File: src/rtl/wrbuf_pkg.sv
package wrbuf_pkg;

  typedef enum logic {
    MODE_ROW = 1'b0,
    MODE_SEQ = 1'b1
  } burst_mode_e;

endpackage

File: src/rtl/wrbuf_collect.sv
module wrbuf_collect
  import wrbuf_pkg::*;
#(
  parameter int AW    = 9,
  parameter int DW    = 8,
  parameter int ROWN  = 8,
  parameter int MMAX  = 4,
  parameter int HW_WC = 0
) (
  input  logic             clk,
  input  logic             rst_n,
  input  logic             busy,
  input  logic             start,
  input  logic [AW-1:0]    start_addr,
  input  logic             byte_valid,
  input  logic [DW-1:0]    byte_data,
  input  logic             stop,
  input  logic             mode_sel,
  input  logic             wr_inhibit,
  output logic             go,
  output logic             go_long,
  output logic             go_inhibit,
  output logic [AW-1:0]    base,
  output logic             seq_mode,
  output logic [ROWN-1:0]  slot_vld,
  output logic [ROWN*DW-1:0] slot_data
);

  localparam int SW = $clog2(ROWN);
  localparam int CW = $clog2(ROWN + 1);

  logic            active_q, active_d;
  burst_mode_e     mode_q, mode_d;
  logic [AW-1:0]   base_q, base_d;
  logic [SW-1:0]   ptr_q, ptr_d;
  logic [CW-1:0]   cnt_q, cnt_d;
  logic [ROWN-1:0] vld_q, vld_d;
  logic [DW-1:0]   data_q [ROWN];

  logic            st_acc, byte_acc, take, seq_pin;
  logic [CW-1:0]   limit;
  logic [SW-1:0]   slot;
  logic [AW-1:0]   last_addr;

  assign seq_pin = mode_sel & (HW_WC == 0);

  // next-state logic
  always_comb begin
    st_acc   = ~busy & start;
    byte_acc = ~busy & byte_valid & active_q & ~start;
    limit    = (base_q[SW-1:0] == '0) ? CW'(ROWN) : CW'(MMAX);
    take     = byte_acc & ((mode_q == MODE_ROW) | (cnt_q < limit));
    slot     = (mode_q == MODE_SEQ) ? cnt_q[SW-1:0] : ptr_q;

    active_d = active_q;
    mode_d   = mode_q;
    base_d   = base_q;
    ptr_d    = ptr_q;
    cnt_d    = cnt_q;
    vld_d    = vld_q;

    if (st_acc) begin
      active_d = 1'b1;
      mode_d   = seq_pin ? MODE_SEQ : MODE_ROW;
      base_d   = start_addr;
      ptr_d    = start_addr[SW-1:0];
      cnt_d    = '0;
      vld_d    = '0;
    end else begin
      if (take) begin
        ptr_d       = ptr_q + SW'(1);
        vld_d[slot] = 1'b1;
        if (cnt_q != CW'(ROWN)) cnt_d = cnt_q + CW'(1);
      end
      if (~busy & stop) active_d = 1'b0;
    end

    go         = ~busy & stop & active_q & ~start & (cnt_d != '0);
    last_addr  = base_q + AW'(cnt_d) - AW'(1);
    go_long    = (mode_q == MODE_SEQ) & (last_addr[AW-1:SW] != base_q[AW-1:SW]);
    go_inhibit = (HW_WC != 0) & wr_inhibit;
  end

  // state registers
  always_ff @(posedge clk or negedge rst_n) begin
    if (!rst_n) begin
      active_q <= 1'b0;
      mode_q   <= MODE_ROW;
      base_q   <= '0;
      ptr_q    <= '0;
      cnt_q    <= '0;
      vld_q    <= '0;
    end else begin
      active_q <= active_d;
      mode_q   <= mode_d;
      base_q   <= base_d;
      ptr_q    <= ptr_d;
      cnt_q    <= cnt_d;
      vld_q    <= vld_d;
    end
  end

  // row latch, one register per position, enabled by its slot select
  for (genvar i = 0; i < ROWN; i++) begin : g_slot
    logic wen;
    assign wen = take & (slot == SW'(i));
    always_ff @(posedge clk) begin
      if (wen) data_q[i] <= byte_data;
    end
    assign slot_data[i*DW +: DW] = data_q[i];
  end

  assign base     = base_q;
  assign seq_mode = (mode_q == MODE_SEQ);
  assign slot_vld = vld_q;

endmodule

File: src/rtl/wrbuf_sequencer.sv
module wrbuf_sequencer #(
  parameter int AW        = 9,
  parameter int DW        = 8,
  parameter int ROWN      = 8,
  parameter int TPROG_CYC = 1000000
) (
  input  logic               clk,
  input  logic               rst_n,
  input  logic               go,
  input  logic               go_long,
  input  logic               go_inhibit,
  input  logic [AW-1:0]      base,
  input  logic               seq_mode,
  input  logic [ROWN-1:0]    slot_vld,
  input  logic [ROWN*DW-1:0] slot_data,
  output logic               busy,
  output logic               wr_req,
  output logic [AW-1:0]      wr_addr,
  output logic [DW-1:0]      wr_data
);

  localparam int SW = $clog2(ROWN);
  localparam int TW = $clog2(2 * TPROG_CYC + 1);

  logic          busy_q, busy_d;
  logic          inh_q, inh_d;
  logic [TW-1:0] tmr_q, tmr_d;
  logic [SW:0]   idx_q, idx_d;
  logic [SW-1:0] pos;
  logic          idx_live;

  assign pos      = idx_q[SW-1:0];
  assign idx_live = busy_q & ~idx_q[SW];

  // next-state logic
  always_comb begin
    busy_d = busy_q;
    inh_d  = inh_q;
    tmr_d  = tmr_q;
    idx_d  = idx_q;
    if (go) begin
      busy_d = 1'b1;
      inh_d  = go_inhibit;
      tmr_d  = go_long ? TW'(2 * TPROG_CYC - 1) : TW'(TPROG_CYC - 1);
      idx_d  = '0;
    end else if (busy_q) begin
      if (tmr_q == '0) busy_d = 1'b0;
      else             tmr_d  = tmr_q - TW'(1);
      if (idx_live)    idx_d  = idx_q + (SW+1)'(1);
    end
  end

  always_ff @(posedge clk or negedge rst_n) begin
    if (!rst_n) begin
      busy_q <= 1'b0;
      inh_q  <= 1'b0;
      tmr_q  <= '0;
      idx_q  <= '0;
    end else begin
      busy_q <= busy_d;
      inh_q  <= inh_d;
      tmr_q  <= tmr_d;
      idx_q  <= idx_d;
    end
  end

  assign busy    = busy_q;
  assign wr_req  = idx_live & slot_vld[pos] & ~inh_q;
  assign wr_addr = seq_mode ? (base + AW'(pos)) : {base[AW-1:SW], pos};
  assign wr_data = slot_data[pos*DW +: DW];

endmodule

File: src/rtl/wrbuf_commit.sv
module wrbuf_commit #(
  parameter int AW        = 9,
  parameter int DW        = 8,
  parameter int ROWN      = 8,
  parameter int MMAX      = 4,
  parameter int TPROG_CYC = 1000000,
  parameter int HW_WC     = 0
) (
  input  logic          clk,
  input  logic          rst_n,
  input  logic          start,
  input  logic [AW-1:0] start_addr,
  input  logic          byte_valid,
  input  logic [DW-1:0] byte_data,
  input  logic          stop,
  input  logic          mode_sel,
  input  logic          wr_inhibit,
  output logic          busy,
  output logic          wr_req,
  output logic [AW-1:0] wr_addr,
  output logic [DW-1:0] wr_data
);

  logic               go, go_long, go_inhibit, seq_mode;
  logic [AW-1:0]      base;
  logic [ROWN-1:0]    slot_vld;
  logic [ROWN*DW-1:0] slot_data;

  wrbuf_collect #(
    .AW(AW), .DW(DW), .ROWN(ROWN), .MMAX(MMAX), .HW_WC(HW_WC)
  ) u_collect (
    .clk        (clk),
    .rst_n      (rst_n),
    .busy       (busy),
    .start      (start),
    .start_addr (start_addr),
    .byte_valid (byte_valid),
    .byte_data  (byte_data),
    .stop       (stop),
    .mode_sel   (mode_sel),
    .wr_inhibit (wr_inhibit),
    .go         (go),
    .go_long    (go_long),
    .go_inhibit (go_inhibit),
    .base       (base),
    .seq_mode   (seq_mode),
    .slot_vld   (slot_vld),
    .slot_data  (slot_data)
  );

  wrbuf_sequencer #(
    .AW(AW), .DW(DW), .ROWN(ROWN), .TPROG_CYC(TPROG_CYC)
  ) u_seq (
    .clk        (clk),
    .rst_n      (rst_n),
    .go         (go),
    .go_long    (go_long),
    .go_inhibit (go_inhibit),
    .base       (base),
    .seq_mode   (seq_mode),
    .slot_vld   (slot_vld),
    .slot_data  (slot_data),
    .busy       (busy),
    .wr_req     (wr_req),
    .wr_addr    (wr_addr),
    .wr_data    (wr_data)
  );

endmodule

File: config.mk
export PLATFORM = sky130hd
export DESIGN_NAME = wrbuf_commit
export DESIGN_NICKNAME = d
export VERILOG_FILES = /design/src/rtl/wrbuf_pkg.sv /design/src/rtl/wrbuf_collect.sv /design/src/rtl/wrbuf_sequencer.sv /design/src/rtl/wrbuf_commit.sv
export SDC_FILE = /design/constraint.sdc
export NUM_CORES = 1
export LEC_CHECK = 0
export ABC_AREA = 1
export BUFFER_PORTS_ARGS = -buffer_cell sky130_fd_sc_hd__buf_2
export CAP_MARGIN = 10
export CORE_MARGIN = 2
export CORE_UTILIZATION = 30
export DETAILED_ROUTE_END_ITERATION = 7
export HOLD_SLACK_MARGIN = 0.02
export REMOVE_ABC_BUFFERS = 1
export SYNTH_ARGS = -nofsm -noshare
export SYNTH_HDL_FRONTEND = slang
export SYNTH_SLANG_ARGS = --single-unit
export TNS_END_PERCENT = 100
File: constraint.sdc
create_clock -name clk -period 4.2 [get_ports clk]
set_input_delay 0 -clock clk [delete_from_list [all_inputs] [get_ports clk]]
set_output_delay 0 -clock clk [all_outputs]
set_load 0.1 [all_outputs]
==> metrics.yaml, run 1 <==
yosys:
  synth-async-reset-ratio: 0.448
  yosysTopAreaCellShare: 0.328
  synthTopCellsByArea: "edfxtp_1 33%, dfrtp_1 22%, nor2_1 7.4%"
  ys_ff_latch: 116
  synth_cell_types: 45
  yosysMostFrequentCell: "nor2_1"
  yosys_warnings: 0
  syn_inst: 636
  yosysTopAreaCell: "edfxtp_1"
  synth-edff-count: 64
  ys_top_cells_by_count: "116 x nor2_1, 93 x nand2_1, 65 x o21ai_0"
  synth_area_per_cell_um2: 9.22
  synth_seq_area_share: 0.549
  synth_ff_type: "edfxtp_1"
  syn_area_mm2: 0.00587
clock_network:
  clock-sinks: 116
  clock_path_buffers: 2
  cts_setup_buffers: 0
  htree_levels: 4
  insertion_delay_ps: 420
  numCtsBuffers: 17
  clk_pin_slew_worst_paths_ps: 60
  ctsRootBufferMaster: "clkbuf_16"
  cts_tree: "done"
final_layout:
  drive_above_1_share: 0.141
  finish.utilization: 0.371
  final_area_mm2: 0.00717
  nNetsFinal: 750
  area_growth_pct: 22.2
  antennaDiodeCount: 0
  nFillCells: 1929
floorplan:
  num_io_pins: 43
  start_util: 0.303
  die_w_um: 144
  die-height_um: 144
  dieArea_mm2: 0.0207
  core_area_mm2: 0.0193
  rows: 51
route:
  ant_nets: 0
  drt_wl_total_um: 12900
  drt_pass1_iterations: 4
  wl_per_cell_um: 13.2
  drc: 0
  via_count: 4377
  drt-initial-drc-count: 210
  via_per_inst: 4.46
  m1WireLength_um: 6300
  route.met2.wl_um: 6030
  wl_met3_um: 459
  top_layer: "met4"
sta:
  max_freq_mhz: 281
  min_period_ps: 3560
  fin_tns_setup_ps: 0
  setup_violations: 0
  fin_skew_ps: 8.65
  max_slew_margin: 0.282
  finalMaxSlewViolations: 0
  worst-slew-pin-transition_ps: 1070
  hold_viol_final: 0
  fin_crit_sh: 0.848
  grt_setup_unrepaired: "no"
global_route:
  grt_max_degree: 53
  grt_pass1_wl_um: 21300
  grt.total_usage: 0.132
  grt_overflow: 0
  first_global_vias: 4331
  antenna_found_initial: 0
placed_design:
  dp_hpwl_um: 8280
  dpl_cell_area_mm2: 0.00638
  gp_congestion: 0.780
  port_buffers: 41
critical_path:
  crit_required_ps: 4510
  crit_arrival_ps: 3870
  startpoint_type: "flop"
  critPathKind: "flop to flop"
  cp-end-kind: "flop"
  path_max_fanout: 9
run:
  drv_cap: 0
hold_path:
  hold_path.class: "input pin to flop"
run_status:
  status: "finished clean"
==> metrics by stage <==
stage               hold WS [ps]  setup slack [ps]  instances
floorplan                   -296               419        616
global placement             176               609        930
detailed placement           177               610        930
CTS                         30.8               582        982
global route                88.8               168        982
finish                      30.3               636        982
==> routing by layer <==
metal	track usage	vias up
met4	0.0542	0
met3	0.0270	12
li1	-	2278
met5	0	-
met1	0.176	2014
met2	0.211	73
==> sequential cells by signal, indices dropped and copies added, names as in the netlist <==
signal / flops
u_seq.idx_q: 4
u_collect.slot_vld: 8
u_collect.seq_mode: 1
u_seq.tmr_q: 21
u_collect.ptr_q: 3
u_collect.data_q: 64
u_seq.busy: 1
u_collect.cnt_q: 4
u_collect.base: 9
u_collect.active_q: 1
==> critical path: stages (launching register included) <==
cell      delay [ps]
dfrtp_1          420
nor2_2           110
nand2_2           60
ha_1             260
nand2_1           60
nand2_1           60
nand2_2           80
nand2_4           90
nor3_1           190
o21ai_2          110
ha_1             280
inv_1             40
ha_1             340
a21oi_1          200
nor2_1            50
a211oi_1         160
nand2_1          110
nand2_1           90
nand2_1           50
nor2_1            90
nand3_1           70
nand2_1           70
nand2_1           70
nand2_1           70
nand2_1          160
nand2_1          120
nand2_1           50
==> layout make-up <==
| cell class | instances | area (um^2) | share of cell area |
|---|---|---|---|
| flip-flops and latches | 116 | 3220 | 0.449 |
| multi-input cells | 433 | 2310 | 0.322 |
| repair buffers | 69 | 465 | 0.0649 |
| clock buffers | 18 | 429 | 0.0598 |
| well taps | 265 | 332 | 0.0462 |
| inverters | 67 | 254 | 0.0354 |
| clock inverters | 14 | 163 | 0.0227 |
==> worst paths after layout <==
check | from | end | slack [ps] | depth (start not counted)
max | u_collect.base[1] | u_seq.tmr_q[10] | 640 | 26
min | start | u_collect.active_q | 30 | 5
max reg2reg | u_collect.base[1] | u_seq.tmr_q[10] | 640 | 26
min reg2reg | u_collect.active_q | u_collect.active_q | 470 | 2
max in group asynchronous | rst_n | u_seq.tmr_q[7] | 3490 | 3
min in group asynchronous | rst_n | u_seq.tmr_q[11] | 230 | 3
==> placed cells by master, fill, tap and decap left out, drive strengths merged, types with 8 or more instances in the layout <==
cell type	synthesis	layout
a21oi	14	14
a31oi	9	9
buf	2	49
clkbuf	18	18
clkinv	1	10
dfrtp	52	52
dlygate4sd3	0	20
edfxtp	64	64
ha	21	21
inv	66	66
nand2	97	97
nand3	30	30
nor2	121	121
nor3	9	9
o21a	8	8
o21ai	71	71
o22ai	8	8
xnor2	9	9
xor2	13	13
==> repair_timing <==
item / 4_1_cts / 5_1_grt
resized for setup: 0 / 0
endpoints found under the setup margin: 0 / 0
hold buffers: 20 / 0
endpoints found under the hold margin: 130 / 0
==> kinds of logic after synthesis <==
family | count (synthesis) | share of synthesized area
simple gates | 271 | 0.198
compound gates | 118 | 0.114
flops | 116 | 0.549
buf+inv | 87 | 0.0576
xor+xnor | 22 | 0.0328
fa+ha+maj | 22 | 0.0482
Power of run 1 is left out: the tool's default activity adds up to more than one toggle a clock period on the data nets, which glitch-free logic cannot reach.
==> inputs of run 2 (changes only) <==
==> constraint.sdc (replaced) <==
create_clock -name clk -period 3.5 [get_ports clk]
set_input_delay 0 -clock clk [delete_from_list [all_inputs] [get_ports clk]]
set_output_delay 0 -clock clk [all_outputs]
set_load 0.1 [all_outputs]
==> run 2 against run 1 <==
Net effect: register-to-register slack got worse by 500 ps; worst hold slack improved by 62 ps; critical path depth shrank 1; worst setup slack lost 500 ps; non-clock buffer count is 20 higher; cell count grew 2.0%; core utilization is 1.6 points higher; count of clock-buffer cells in the layout did not move; sequential cell count did not move; sequential share of layout area down 1.8 points.
==> metrics.yaml, run 2 (synthesized netlist as in run 1, its figures left out) <==
critical_path:
  crit_arrival_ps: 3670
  crit_required_ps: 3800
  cp-end-kind: "flop"
  r2r_start: "u_collect.base[1]"
  startpoint_type: "flop"
  path_max_fanout: 7
  reg2reg_depth: 25
  r2r_slack_ps: 130
  rr_endpoint: "u_seq.tmr_q[20]"
  critPathKind: "flop to flop"
clock_network:
  insertion_delay_ps: 420
  clk_pin_slew_worst_paths_ps: 60
  clock-sinks: 116
  cts_tree: "done"
  numCtsBuffers: 17
  clock_path_buffers: 2
  htree_levels: 4
  ctsRootBufferMaster: "clkbuf_16"
global_route:
  grt_use_met2: 0.226
  grt.total_usage: 0.137
  top_usage_layer: "met2"
  first_global_vias: 4446
  use_met1: 0.178
  grtUsageMet3: 0.0320
  antenna_found_initial: 0
  grt_overflow: 0
  grt_pass1_wl_um: 22000
  grt_max_degree: 41
final_layout:
  antennaDiodeCount: 0
  largest_register_ffs: 64
  regMostFlops: "u_collect.data_q"
  area_growth_pct: 27.4
  final_cell_mix: "116 x nor2_1, 86 x nand2_1, 64 x o21ai_0, 64 x edfxtp_1, 58 x inv_1"
  final_common_cell: "nor2_1"
  nNetsFinal: 770
  drive_above_1_share: 0.191
sta:
  max_slew_margin: 0.545
  grt_setup_unrepaired: "yes"
  finalMaxSlewViolations: 0
  setup_ws_ps: 132
  fin_tns_setup_ps: 0
  setup_violations: 0
  min_period_ps: 3370
  max_freq_mhz: 297
  fin_skew_ps: 9.85
  worst-slew-pin-transition_ps: 679
  hold_viol_final: 0
  fin_crit_sh: 0.962
hold_path:
  min_from: "start"
  hold_end: "u_seq.idx_q[3]"
  hold_path.class: "input pin to flop"
  worstHoldPathCells: 5
run_status:
  status: "finished clean"
floorplan:
  core_area_mm2: 0.0193
  start_util: 0.303
  die-height_um: 144
  die_w_um: 144
  dieArea_mm2: 0.0207
  rows: 51
  num_io_pins: 43
placed_design:
  port_buffers: 41
  dp_hpwl_um: 8890
  dp_slack_ps: 14.9
  gp_congestion: 0.799
route:
  drc: 0
  via_per_inst: 4.58
  drt-initial-drc-count: 228
  drt_pass1_iterations: 4
  drt_wl_total_um: 13500
  ant_nets: 0
  via_count: 4589
  wl_per_cell_um: 13.5
run:
  drv_cap: 0
run 2: cell count changes in the layout (fill, tap and decap cells not counted), sizes merged:
cell	previous run	this run
bufinv	3	4
inv	66	70
buf	49	69
clkinv	10	5
run 2: timing repair:
action                                 CTS  global route
setup endpoints to repair                1             7
setup buffers                            0             6
pin swaps                                0            16
endpoints found under the hold margin  106             0
gates resized for setup                  1            22
hold buffers                            20             0
run 2: how the worst max path moves through the flow:
stage | cells after the start | end | start
2_1_floorplan | 7 | wr_addr[8] | u_seq.idx_q[0]
3_3_place_gp | 26 | u_seq.tmr_q[6] | u_collect.base[1]
3_5_place_dp | 25 | u_seq.tmr_q[16] | u_collect.base[1]
4_1_cts | 25 | u_seq.tmr_q[14] | u_collect.base[0]
5_1_grt | 27 | u_seq.tmr_q[6] | u_collect.base[1]
6_report | 25 | u_seq.tmr_q[20] | u_collect.base[1]
run 2: area by class of cell:
class	count	area, um^2
Tap cell	265	332
Clock buffer	18	429
Sequential cell	116	3220
Multi-Input combinational cell	433	2400
Clock inverter	14	201
Fill cell	1908	11900
Timing Repair Buffer	89	634
Inverter	67	256
run 2: worst max-delay path, cell delays in order, from the launching register on:
cell and delay (ps):
dfrtp_1 400, nor2_2 130, nand2_2 80, ha_4 210, nand2_2 70, nand2_2 60, nand2_2 80, nand2_4 80
o21ai_2 140, inv_1 60, o21ai_2 170, ha_1 170, inv_1 40, ha_1 320, a21oi_1 240, nor2_1 70
a211oi_1 250, nand3b_1 140, nand2_1 90, nand2_1 50, nand2_1 60, nand2_1 70, nand2_2 80, nand2_4 90
nand2_1 100, nand2_1 40
run 2: layer usage:
layer  up-vias  wire length (um)
met3        16               620
met1      2147              6340
li1       2317                 -
met4         0               206
met2       109              6330
met5         -                 0
run 2: through the flow:
step	utilization	instance area (um^2)	hold WS, ps	std cells
floorplan	-	5780	-296	616
global placement	0.336	6500	78.6	944
detailed placement	0.336	6500	79.1	944
CTS	0.379	7330	65.2	996
global route	0.387	7480	119	1002
finish	0.387	7480	92.6	1002
Power of run 2 is left out for the same reason.
==> inputs of run 3 (changes only) <==
--- a/config.mk
+++ b/config.mk
@@ -5,7 +5,6 @@
 export SDC_FILE = /design/constraint.sdc
 export NUM_CORES = 1
 export LEC_CHECK = 0
-export ABC_AREA = 1
 export BUFFER_PORTS_ARGS = -buffer_cell sky130_fd_sc_hd__buf_2
 export CAP_MARGIN = 10
 export CORE_MARGIN = 2
==> constraint.sdc (replaced) <==
create_clock -name clk -period 3.5 [get_ports clk]
set_input_delay 0.175 -clock clk [delete_from_list [all_inputs] [get_ports clk]]
set_output_delay 0.175 -clock clk [all_outputs]
set_load 0.1 [all_outputs]
==> run 3 against run 2 <==
Net effect: the run now ends with setup timing left; count of clock-buffer cells in the layout fell by 1; largest cell class unchanged; global-route usage grew 0.35 points; first-iteration DRC count down 0.88%; via count is 4.1% lower; synthesized cell count fell by 20%; synthesized area is 1.6% higher; design area is 4.3% higher.
==> metrics.yaml, run 3 <==
run_status:
  status: "finished with violations"
  violations: "setup timing"
critical_path:
  slowest_delay_ps: 400
  crit_required_ps: 3780
  crit_chain: "nor3_2, inv_1, ha_4, o21a_1, o31a_1, nor2_2, nand2_2, mux2i_1, or2_4, ha_4, inv_2, ha_4, nor2b_4, buf_6, a21oi_4, o32ai_2, nand4b_1, nor4_4, o31a_1, o211ai_1"
  startpoint_type: "flop"
  cp-end-kind: "flop"
  critPathKind: "flop to flop"
  cp_top_family: "simple AND/OR/NAND/NOR gates"
  crit_arrival_ps: 4350
  cpMaxStageDelayCell: "nor4_4"
  reg2reg_depth: 20
  rr_endpoint: "u_seq.tmr_q[15]"
  path_max_fanout: 4
  path_common_cell: "ha_4"
  r2r_start: "u_collect.base[0]"
  critPathBufInv: 3
  r2r_slack_ps: -580
pwr:
  max-vdd-ir-drop_v: 0.000329
  powerDensity_mw_per_mm2: 455
  p_sw_frac: 0.250
  combinationalPowerShare: 0.111
  p_seq_frac: 0.414
  p_switching_w: 0.000888
  intPower_w: 0.00266
  power.leakage_nw: 3.09
  clkPwrFrac: 0.475
clock_network:
  clk_pin_slew_worst_paths_ps: 50
  cts_tree: "done"
  clock-sinks: 116
  numCtsBuffers: 17
  ctsRootBufferMaster: "clkbuf_16"
  htree_levels: 4
  insertion_delay_ps: 400
  clock_path_buffers: 2
final_layout:
  finish.utilization: 0.401
  final_area_mm2: 0.00780
  fin_cells: 900
  final_cell_mix: "65 x buf_4, 64 x edfxtp_1, 54 x nor2_1, 52 x dfrtp_1, 47 x nand2_1"
  nFillCells: 1790
  nNetsFinal: 669
  final-seq-area_mm2: 0.00322
  drive_above_1_share: 0.317
  area_growth_pct: 30.9
  multi_input_area_mm2: 0.00272
  largest_register_ffs: 64
  final_common_cell: "buf_4"
  regMostFlops: "u_collect.data_q"
  antennaDiodeCount: 0
hold_path:
  worstHoldPathCells: 3
  min_from: "start_addr[2]"
  hold_path.class: "input pin to flop"
  hold_end: "u_collect.ptr_q[2]"
floorplan:
  num_io_pins: 43
  die-height_um: 145
  die_w_um: 145
  rows: 51
  start_util: 0.306
  core_area_mm2: 0.0195
  dieArea_mm2: 0.0210
route:
  drt_wl_total_um: 14200
  ant_nets: 0
  drt-initial-drc-count: 226
  via_per_inst: 4.89
  wl_per_cell_um: 15.8
  via_count: 4399
  drt_pass1_iterations: 4
  drc: 0
placed_design:
  dpl_cell_area_mm2: 0.00685
  port_buffers: 41
  dp_hpwl_um: 9430
  dp_slack_ps: -817
  gp_congestion: 0.855
  dpl.cell_count: 848
global_route:
  antenna_found_initial: 0
  grt.total_usage: 0.140
  grt_pass1_wl_um: 23600
  grt_overflow: 0
  first_global_vias: 4698
  grt_max_degree: 30
sta:
  min_period_ps: 4080
  max_freq_mhz: 245
  max_slew_margin: 0.532
  setup_ws_ps: -576
  worst-slew-pin-transition_ps: 702
  hold_viol_final: 0
  fin_skew_ps: 6.60
  setup_violations: 7
  fin_tns_setup_ps: -3730
  grt_setup_unrepaired: "yes"
  fin_crit_sh: 1.16
  finalMaxSlewViolations: 0
yosys:
  synthTopCellsByArea: "edfxtp_1 32%, dfrtp_1 22%, mux4_2 6.8%"
  ys_ff_latch: 116
  synth_cell_types: 61
  synth_area_per_cell_um2: 11.8
  synth-async-reset-ratio: 0.448
  syn_inst: 506
  synth_ff_type: "edfxtp_1"
  yosysMostFrequentCell: "edfxtp_1"
  yosys_warnings: 0
  synth-edff-count: 64
  ys_top_cells_by_count: "64 x edfxtp_1, 55 x nor2_1, 52 x dfrtp_1"
  syn_area_mm2: 0.00596
  yosysTopAreaCell: "edfxtp_1"
  synth_seq_area_share: 0.541
  yosysTopAreaCellShare: 0.322
run:
  drv_cap: 0
-- run 3: worst max-delay path by stage --
stage / from / end / slack (ps) / depth (start not counted)
after floorplan: u_collect.base[0] / u_seq.tmr_q[14] / -970 / 19
after global placement: u_collect.base[0] / u_seq.tmr_q[14] / -710 / 19
after detailed placement: u_collect.base[0] / u_seq.tmr_q[16] / -820 / 18
after CTS: u_collect.base[2] / u_seq.tmr_q[15] / -490 / 20
after global routing: u_collect.base[0] / u_seq.tmr_q[15] / -750 / 20
final: u_collect.base[0] / u_seq.tmr_q[15] / -580 / 20
-- run 3: cells by family (layout without fill, tap and decap cells) --
group                    Yosys count  in the layout  share of synthesized area
AO/OA/AOI/OAI                     83             83                     0.0980
flip-flops                       116            116                      0.541
multiplexers                      33             33                     0.0953
buffers and inverters             51            180                     0.0340
AND/OR/NAND/NOR                  171            171                      0.140
adder cells (fa/ha/maj)           22             22                     0.0474
XOR/XNOR                          30             30                     0.0441
-- run 3: power by group through the flow --
stage / clock network, W / registers (W) / logic (W)
CTS: 0.00172 / 0.00147 / 0.000388
detailed placement: 0 / 0.00150 / 0.000336
global placement: 0 / 0.00149 / 0.000330
finish: 0.00169 / 0.00147 / 0.000395
floorplan: 0 / 0.00150 / 0.000209
global route: 0.00178 / 0.00147 / 0.000430
-- run 3: metal layers --
metal / GRT usage / vias up / share of wire
met4: 0.0455 / 0 / 0.013
met5: 0 / - / 0
li1: - / 2082 / -
met1: 0.179 / 2188 / 0.44
met2: 0.239 / 112 / 0.50
met3: 0.0292 / 17 / 0.048
-- run 3: cell type report --
class	count	share of cell area
Timing Repair Buffer	118	0.107
Clock inverter	14	0.0196
Clock buffer	17	0.0545
Tap cell	265	0.0425
Inverter	31	0.0149
Sequential cell	116	0.413
Multi-Input combinational cell	339	0.349
-- run 3: tightest hold or removal path: stages --
cell and delay (ps):
buf_2 80, nand2_1 60, o21ai_0 80
-- run 3: timing repair --
action,4_1_cts,5_1_grt
setup endpoints to repair,7,7
hold buffers,10,0
pin swaps,28,14
endpoints found under the hold margin,39,0
resized for setup,30,6
buffers inserted,9,3
-- run 3: metrics by stage --
step | hold WS, ps | total power, W
floorplan | -121 | 0.00171
global placement | 244 | 0.00183
detailed placement | 265 | 0.00183
CTS | 33.0 | 0.00358
global route | 43.0 | 0.00368
finish | 37.4 | 0.00355
(Power assumes the default switching activity.)
